==> config.mk <==
export PLATFORM = sky130hd
export DESIGN_NAME = ea_sequencer
export DESIGN_NICKNAME = d
export VERILOG_FILES = /design/src/rtl/ea_pkg.sv /design/src/rtl/ea_field_decode.sv /design/src/rtl/ea_disp_collect.sv /design/src/rtl/ea_addr_add.sv /design/src/rtl/ea_sequencer.sv
export SDC_FILE = /design/constraint.sdc
export NUM_CORES = 1
export LEC_CHECK = 0
export ABC_AREA = 1
export BUFFER_PORTS_ARGS = -buffer_cell sky130_fd_sc_hd__buf_2
export CAP_MARGIN = 10
export CORE_ASPECT_RATIO = 0.9
export CORE_MARGIN = 2
export CORE_UTILIZATION = 32
export DETAILED_ROUTE_END_ITERATION = 16
export GPL_TIMING_DRIVEN = 1
export PLACE_DENSITY = 0.6
export SLEW_MARGIN = 20
export SYNTH_ARGS = -nofsm -noshare
export SYNTH_HDL_FRONTEND = slang
export SYNTH_SLANG_ARGS = --single-unit
==> constraint.sdc <==
create_clock -name clk -period 9 [get_ports clk]
set_clock_uncertainty 0.1 [all_clocks]
set_input_delay 0.45 -clock clk [delete_from_list [all_inputs] [get_ports clk]]
set_output_delay 0.45 -clock clk [all_outputs]
set_load 0.01 [all_outputs]
==> src/rtl/ea_pkg.sv <==
package ea_pkg;

    typedef enum logic [1:0] {
        MD_IND = 2'b00,
        MD_D8  = 2'b01,
        MD_D32 = 2'b10,
        MD_REG = 2'b11
    } addr_mode_e;

    typedef enum logic [1:0] {
        DK_NONE,
        DK_SHORT,
        DK_LONG
    } disp_kind_e;

    typedef enum logic [0:0] {
        ST_IDLE,
        ST_DISP
    } seq_state_e;

    localparam logic [2:0] RM_ESC_SIB = 3'b100;
    localparam logic [2:0] RM_ABS     = 3'b101;

    typedef struct packed {
        addr_mode_e mode;
        logic [2:0] reg_f;
        logic [2:0] rm;
        logic       reg_direct;
        logic       sib_form;
        logic       use_base;
        disp_kind_e kind;
    } modrm_dec_t;

    function automatic logic abs_form(input addr_mode_e m, input logic [2:0] rm);
        return (m == MD_IND) && (rm == RM_ABS);
    endfunction

endpackage

==> src/rtl/ea_field_decode.sv <==
module ea_field_decode
    import ea_pkg::*;
(
    input  logic [7:0]  modrm,
    output modrm_dec_t  dec
);
    always_comb begin
        dec.mode       = addr_mode_e'(modrm[7:6]);
        dec.reg_f      = modrm[5:3];
        dec.rm         = modrm[2:0];
        dec.reg_direct = (dec.mode == MD_REG);
        dec.sib_form   = !dec.reg_direct && (dec.rm == RM_ESC_SIB);
        dec.use_base   = !dec.reg_direct && !dec.sib_form && !abs_form(dec.mode, dec.rm);
        if (dec.reg_direct || dec.sib_form)
            dec.kind = DK_NONE;
        else if (abs_form(dec.mode, dec.rm))
            dec.kind = DK_LONG;
        else if (dec.mode == MD_D8)
            dec.kind = DK_SHORT;
        else if (dec.mode == MD_D32)
            dec.kind = DK_LONG;
        else
            dec.kind = DK_NONE;
    end
endmodule

==> src/rtl/ea_disp_collect.sv <==
module ea_disp_collect #(
    parameter int DISP_BYTES = 4,
    localparam int CNT_W     = (DISP_BYTES > 1) ? $clog2(DISP_BYTES) : 1
) (
    input  logic                    clk,
    input  logic                    rst,
    input  logic                    clear,
    input  logic                    wr_en,
    input  logic [7:0]              wr_byte,
    output logic [CNT_W-1:0]        cnt,
    output logic [8*DISP_BYTES-1:0] disp_next
);
    logic [7:0] lane_q [DISP_BYTES];

    always_ff @(posedge clk) begin
        if (rst || clear)
            cnt <= '0;
        else if (wr_en)
            cnt <= cnt + 1'b1;
    end

    for (genvar g = 0; g < DISP_BYTES; g++) begin : g_lane
        logic hit;
        assign hit = wr_en && (cnt == CNT_W'(g));
        always_ff @(posedge clk) begin
            if (rst || clear)
                lane_q[g] <= '0;
            else if (hit)
                lane_q[g] <= wr_byte;
        end
        // least significant byte arrives first
        assign disp_next[8*g +: 8] = hit ? wr_byte : lane_q[g];
    end
endmodule

==> src/rtl/ea_addr_add.sv <==
module ea_addr_add
    import ea_pkg::*;
#(
    parameter int ADDR_W = 32
) (
    input  logic [ADDR_W-1:0] base,
    input  logic [ADDR_W-1:0] disp_raw,
    input  disp_kind_e        kind,
    output logic [ADDR_W-1:0] sum
);
    logic [ADDR_W-1:0] disp_ext;

    always_comb begin
        unique case (kind)
            DK_SHORT: disp_ext = {{(ADDR_W-8){disp_raw[7]}}, disp_raw[7:0]};
            DK_LONG:  disp_ext = disp_raw;
            default:  disp_ext = '0;
        endcase
        sum = base + disp_ext;
    end
endmodule

==> src/rtl/ea_sequencer.sv <==
module ea_sequencer
    import ea_pkg::*;
#(
    parameter int ADDR_W = 32,
    localparam int DISP_BYTES = ADDR_W / 8,
    localparam int LEN_W = $clog2(DISP_BYTES + 1)
) (
    input  logic              clk,
    input  logic              rst,
    input  logic              byte_valid,
    input  logic [7:0]        byte_data,
    output logic [2:0]        rf_idx,
    input  logic [ADDR_W-1:0] rf_data,
    output logic              done,
    output logic [ADDR_W-1:0] ea,
    output logic              is_reg,
    output logic [2:0]        rm_idx,
    output logic [2:0]        reg_field,
    output logic [LEN_W-1:0]  disp_len,
    output logic              sib_err
);
    localparam int CNT_W = (DISP_BYTES > 1) ? $clog2(DISP_BYTES) : 1;
    localparam logic [CNT_W-1:0] LAST_LONG  = CNT_W'(DISP_BYTES - 1);
    localparam logic [CNT_W-1:0] LAST_SHORT = '0;

    seq_state_e        state_q;
    disp_kind_e        kind_q;
    logic [ADDR_W-1:0] base_q;
    logic [2:0]        rm_q, reg_q;
    modrm_dec_t        dec;
    logic              accept, disp_wr, last_byte, finish_now;
    logic [CNT_W-1:0]  cnt, last_cnt;
    logic [ADDR_W-1:0] disp_next, sum;

    assign rf_idx = byte_data[2:0];

    ea_field_decode u_dec (
        .modrm (byte_data),
        .dec   (dec)
    );

    assign accept     = (state_q == ST_IDLE) && byte_valid;
    assign disp_wr    = (state_q == ST_DISP) && byte_valid;
    assign last_cnt   = (kind_q == DK_SHORT) ? LAST_SHORT : LAST_LONG;
    assign last_byte  = disp_wr && (cnt == last_cnt);
    assign finish_now = accept && (dec.kind == DK_NONE);

    ea_disp_collect #(.DISP_BYTES(DISP_BYTES)) u_col (
        .clk       (clk),
        .rst       (rst),
        .clear     (accept),
        .wr_en     (disp_wr),
        .wr_byte   (byte_data),
        .cnt       (cnt),
        .disp_next (disp_next)
    );

    ea_addr_add #(.ADDR_W(ADDR_W)) u_add (
        .base     (base_q),
        .disp_raw (disp_next),
        .kind     (kind_q),
        .sum      (sum)
    );

    always_ff @(posedge clk) begin
        if (rst) begin
            state_q <= ST_IDLE;
            kind_q  <= DK_NONE;
            base_q  <= '0;
            rm_q    <= '0;
            reg_q   <= '0;
        end else if (accept) begin
            kind_q  <= dec.kind;
            base_q  <= dec.use_base ? rf_data : '0;
            rm_q    <= dec.rm;
            reg_q   <= dec.reg_f;
            if (dec.kind != DK_NONE)
                state_q <= ST_DISP;
        end else if (last_byte) begin
            state_q <= ST_IDLE;
        end
    end

    always_ff @(posedge clk) begin
        if (rst) begin
            done      <= 1'b0;
            ea        <= '0;
            is_reg    <= 1'b0;
            rm_idx    <= '0;
            reg_field <= '0;
            disp_len  <= '0;
            sib_err   <= 1'b0;
        end else if (finish_now) begin
            done      <= 1'b1;
            ea        <= dec.use_base ? rf_data : '0;
            is_reg    <= dec.reg_direct;
            rm_idx    <= dec.rm;
            reg_field <= dec.reg_f;
            disp_len  <= '0;
            sib_err   <= dec.sib_form;
        end else if (last_byte) begin
            done      <= 1'b1;
            ea        <= sum;
            is_reg    <= 1'b0;
            rm_idx    <= rm_q;
            reg_field <= reg_q;
            disp_len  <= (kind_q == DK_SHORT) ? LEN_W'(1) : LEN_W'(DISP_BYTES);
            sib_err   <= 1'b0;
        end else begin
            done      <= 1'b0;
        end
    end
endmodule

Word-level counts from Yosys, hierarchy flattened
Memory sizes are Yosys's and may differ from the RTL's.
Cells that the tools add are included.
{ "totals": {"n_memories": 1, "ff_bits": 87, "ramBits": 32} }
{ "memory_table": {"columns": ["memory", "words", "word_bits", "read_ports", "rd_ports_with_merged_regs", "write_ports", "line", "text"], "rows": [
  ["u_col.lane_q", 4, 8, 4, 0, 4, "ea_disp_collect.sv:13", "logic [7:0] lane_q [DISP_BYTES];"]
]} }
{ "op_classes": {"reduce_logical": 25, "bitwise": 5, "muxes": 43, "eq_ne": 12, "n_addsub": 2} }
{ "op_table": {"columns": ["operator", "count"], "rows": [
  ["32-bit two-way mux", 3],
  ["8-bit two-way mux", 8],
  ["32-bit case mux with 2 select lines", 1],
  ["32-bit adder", 1],
  ["1-bit two-way mux", 21],
  ["3-bit two-way mux", 5],
  ["1-bit logical AND", 12],
  ["2-bit equality test, second input constant", 5],
  ["2-bit two-way mux", 5],
  ["2-bit by 1-bit equality test with 1-bit output, second input constant", 3],
  ["3-bit equality test, second input constant", 2],
  ["2-bit zero test", 3],
  ["2-bit nonzero test", 3],
  ["1-bit bitwise OR", 4],
  ["1-bit zero test", 3],
  ["2-bit by 1-bit adder with 2-bit output, second input constant", 1],
  ["2-bit equality test", 1],
  ["1-bit logical OR", 2],
  ["2-bit by 1-bit != test with 1-bit output, second input constant", 1],
  ["2-bit AND reduction", 1],
  ["2-bit OR reduction", 1],
  ["1-bit NOT", 1]
]} }

Longest topological paths before layout
{ "depth": {"depth_word": 8, "ltp_mapped": 21} }

By module
A second synthesis with hierarchy kept.
{ "hier_totals": {"cells_unflattened": 1324, "hier_area_um2": 8286.7} }
{ "by_module_without_submodules": {"columns": ["module", "instances", "cells_per_inst", "area_per_inst_um2"], "rows": [
  ["ea_sequencer", 1, 530, 3747.3],
  ["ea_addr_add", 1, 573, 2671.3],
  ["ea_disp_collect", 1, 198, 1746.7],
  ["ea_field_decode", 1, 23, 121.4]
]} }

Worst setup path after synthesis
Ideal clock, no wire load.
{ "synth_timing": {"kind": "reg2reg", "from": "register u_col.cnt[0]", "to": "register ea[29]", "arrival_ns": 2.702, "path_stages_with_launch": 21, "n_path_buf": 1, "path_slack_ns": 6.129, "period_less_slack_ns": 2.871, "required_time_ns": 8.830, "cell_sequence": "dfxtp_1 > inv_1 > ha_1 > inv_1 > nor2_4 > nand2_1 > nand3_2 > clkbuf_1 > a21oi_1 > ha_1 > nand2_1 > inv_1 > a21oi_1 > nor2_1 > nor2_1 > nor2_1 > nor2_1 > nand2_1 > nand2_1 > nand3_1 > a21oi_1"} }
{ "synth_between": {"elab_chain_len": 7} }
{ "synth_rtl": {"columns": ["item", "line", "text"], "rows": [
  ["start, declared", "ea_disp_collect.sv:10", "output logic [CNT_W-1:0] cnt,"],
  ["start signal, assigned", "ea_disp_collect.sv:19", "cnt <= cnt + 1'b1;"],
  ["2-bit by 1-bit equality test with 1-bit output (tied with other cells)", "ea_disp_collect.sv:24", "assign hit = wr_en && (cnt == CNT_W'(g));"],
  ["1-bit logical AND", "ea_disp_collect.sv:24", null],
  ["8-bit two-way mux", "ea_disp_collect.sv:32", "assign disp_next[8*g +: 8] = hit ? wr_byte : lane_q[g];"],
  ["32-bit case mux with 2 select lines", "ea_addr_add.sv:14", "unique case (kind)"],
  ["32-bit adder", "ea_addr_add.sv:19", "sum = base + disp_ext;"],
  ["32-bit two-way mux", "ea_sequencer.sv:101", "end else if (last_byte) begin"],
  ["32-bit two-way mux", "ea_sequencer.sv:93", "end else if (finish_now) begin"],
  ["end signal, assigned", "ea_sequencer.sv:95", "ea <= dec.use_base ? rf_data : '0;"],
  ["end signal, assigned", "ea_sequencer.sv:103", "ea <= sum;"],
  ["end, declared", "ea_sequencer.sv:15", "output logic [ADDR_W-1:0] ea,"]
]} }
Parallel ways exist; a longest one is shown, timed or not. The select of a mux whose other input is x is not followed.
A chain may end at the register's enable or synchronous reset.

Final worst setup path
{ "layout_timing": {"from": "register kind_q[0]", "to": "register ea[27]"} }
{ "layout_between": {"elab_chain_len": 5} }
{ "layout_rtl": {"columns": ["item", "line", "text"], "rows": [
  ["start, declared", "ea_sequencer.sv:27", "disp_kind_e kind_q;"],
  ["start signal, assigned", "ea_sequencer.sv:73", "kind_q <= dec.kind;"],
  ["2-bit equality test or 2-bit by 1-bit equality test with 1-bit output (tied branches)", "ea_addr_add.sv:14, ea_sequencer.sv:44", null],
  ["32-bit case mux with 2 select lines or 2-bit two-way mux (tied branches)", "ea_addr_add.sv:14, ea_sequencer.sv:44", null],
  ["32-bit adder or 2-bit equality test (tied branches)", "ea_addr_add.sv:19, ea_sequencer.sv:45", null],
  ["32-bit two-way mux or 1-bit logical AND (tied branches)", "ea_sequencer.sv:101, ea_sequencer.sv:45", null],
  ["32-bit two-way mux or 2-bit nonzero test (tied branches)", null, null]
]} }
Parallel ways exist; a longest one is shown, timed or not. The select of a mux whose other input is x is not followed.

==> flow_summary.ini <==
[outcome]
outcome = finished, final reports clean

[floorplan]
die-width_um = 165.2
std_cell_rows = 53
die_h_um = 149.1
ios = 90
core_region_area_sq_um = 23140
die-area_sq_um = 24640
initial_core_util_pct = 32.35

[synth]
synth_compound_area_share_pct = 18.98
synth_top_family_by_area = simple AND/OR/NAND/NOR gates
ys_seq_elements = 118
yosysUniqueCellTypes = 47
seq_area_frac_synth_pct = 35.83
post-synth-top-count-cell = nand2_1
ys_async_sr_fraction_pct = 0
synth_area_leaders = dfxtp_1 23%, nand2_1 14%, edfxtp_1 13%
ys.flop_type = dfxtp_1
synth_nets = 1158
syn_inst = 1077
yosys.area_share.simple_pct = 27.67
yosys.area.top_type = dfxtp_1
ys_warn_count = 0
yosys-top-cells-count = 287 x nand2_1, 113 x inv_1, 109 x nor2_1
netlist.area_leader.share_pct = 22.99
netlist_area_sq_um = 7487
synth_xor_area_share_pct = 1.521
synth.area.mux_share_pct = 0
synth_edf_count = 32
avgSynthCellArea_sq_um = 6.952
synth_adder_area_share_pct = 6.451

[setup_path]
critical_path_class = register to register
worstSetupStartpointType = register
cp_data_required_time_ns = 9.24
cp.arrival_ns = 4.03
crit_path_end_kind = register
reg2regPathDepth = 18
cp_max_fo = 24

[power]
cellLeakagePower_nw = 4.089
p_per_area_nw_per_um2 = 170.7
irDropWorstVdd_mv = 0.08847

[timing]
relSlewSlack_pct = 36.75
period_needed_ns = 3.791
setup_viol = 0
rsz0062_at_grt = no
tns_ns = 0
worst_slack_ns = 5.209
finalMaxSlewViolations = 0
layout_worst_path_cycle_share_pct = 42.12
tightestPinTransition_ns = 0.9466
hold_viol = 0
fmax_ghz = 0.2638

[clock_tree]
clk-insertion-delay-late_ns = 0.43
cts_hold_buffers = 0
clockRootBuffer = clkbuf_16
htreeDepth = 4
cts_buffers = 17
clk_pin_slew_ns = 0.06
cts_tree = yes
cts_resized = 0
post_cts_buffers = 0
numClockSinks = 118
clockBufferDepth = 2

[global_route]
grt_start_max_net_pins = 42
track_usage_pct = 20.77
grt_pass1_wl_mm = 38.72
antenna_found_initial = 0
grt_pass1_vias = 6911
overflow = 0

[layout]
n_antenna_cell = 0
fin_nets = 1222
fillers = 2443
multi_input_area_sq_um = 4101
final_area_sq_um = 8691
final_layout_size_suffix_gt1_share_pct = 12.48
area_delta_synth_final_pct = 16.08
reg.largest.list = base_q: 32 flops, ea: 32 flops, u_col.lane_q: 32 flops
final-seq-area_sq_um = 2683
final_cells = 1456

[drt]
drtIter0Drc = 680
via_per_inst = 5.098
drc = 0
vias = 7422
ant_nets = 0
dr.pass1.iters = 5
post_drt_wl_per_cell_um = 16.97
routed_wl_mm = 24.71

[place]
routabilityCongestion = 0.9377
hpwl_mm = 17.91
dp_slack_ns = 5.299
place_area_sq_um = 8105
io_buffers = 88
placedCellCount = 1424

[worst_hold_path]
whs_path_depth = 3
worst_hold_path_type = input port to register

[job]
drv_cap = 0
-- kinds of logic (layout without fill, tap and decap cells) --
kind of cell,after synthesis,in the layout
fa+ha+maj,38,38
simple gates,492,492
buf+inv,173,250
other cells,1,1
compound gates,242,242
xor+xnor,13,13
flops,118,118
-- power breakdown --
| group | leakage, nW | switching [mW] | total (mW) | internal [mW] |
|---|---|---|---|---|
| registers | 1.06 | 0.0184 | 0.599 | 0.581 |
| logic | 2.76 | 0.135 | 0.195 | 0.0594 |
| clock network | 0.275 | 0.285 | 0.690 | 0.405 |
-- layout by cell type (no fill, tap or decap), types with 2 or more instances in the layout --
cell type,netlist,routed
a211oi_1,2,2
a21o_1,2,2
a21oi_1,106,106
a31oi_1,5,5
and2_1,3,3
buf_2,13,88
buf_4,8,4
clkbuf_16,0,18
clkinv_1,6,7
clkinv_4,0,4
clkinvlp_4,0,4
dfxtp_1,86,86
edfxtp_1,32,32
ha_1,37,37
inv_1,113,113
inv_2,7,7
inv_6,0,2
nand2_1,287,287
nand3_1,52,52
nand3_2,2,2
nand3b_1,6,6
nand4_1,7,7
nor2_1,109,108
nor2_4,3,4
nor3_1,11,11
nor3b_1,3,3
o211a_1,3,3
o211ai_1,26,26
o21ai_0,43,43
o21ai_1,6,6
o21bai_1,18,18
o221ai_1,2,2
o22ai_1,10,10
o31ai_1,17,17
or2_2,2,2
xnor2_1,3,3
xor2_1,10,10
-- routing by layer --
layer  track usage [%]  wire length, um
met3             4.726             1837
met5                 0                0
met2             30.67            10630
met1             29.92            11720
met4             6.522              524
-- metrics by stage --
stage / utilization (%) / power [mW] / hold slack, ns
6_report: 37.55 / 1.484 / 0.1789
5_1_grt: 37.55 / 1.536 / 0.1873
4_1_cts: 37.55 / 1.489 / 0.1761
2_1_floorplan: - / 0.7328 / 0.3286
3_3_place_gp: 35.02 / 0.8039 / 0.3463
3_5_place_dp: 35.02 / 0.8051 / 0.3516
-- area by class of cell --
class                           instances  share of cell area (%)
Multi-Input combinational cell        786                   47.19
Sequential cell                       118                   30.87
Inverter                              126                   5.442
Timing Repair Buffer                   92                   5.413
Clock buffer                           19                   5.341
Tap cell                              302                   4.348
Clock inverter                         13                   1.396
-- final timing paths --
kind | slack (ns) | to | start
hold reg to reg | 0.37 | ea[22] | ea[22]
setup reg to reg | 5.21 | ea[27] | kind_q[0]
hold / removal | 0.18 | base_q[20] | rf_data[20]
setup / recovery | 5.21 | ea[27] | kind_q[0]
-- worst max-delay path, stage by stage, from the launching register on --
cell	delay, ns
dfxtp_1	0.33
inv_1	0.06
ha_1	0.74
inv_1	0.20
o21ai_1	0.35
o21bai_1	0.20
a21oi_1	0.07
ha_1	0.38
or2_2	0.32
nand3_1	0.10
nand2_1	0.12
nand2_1	0.08
nand2_1	0.12
nand3_1	0.16
nand2_1	0.07
nand2_1	0.06
nand3_1	0.08
nand3_1	0.10
inv_1	0.04
No activity file was read; power rests on OpenSTA's default activity.
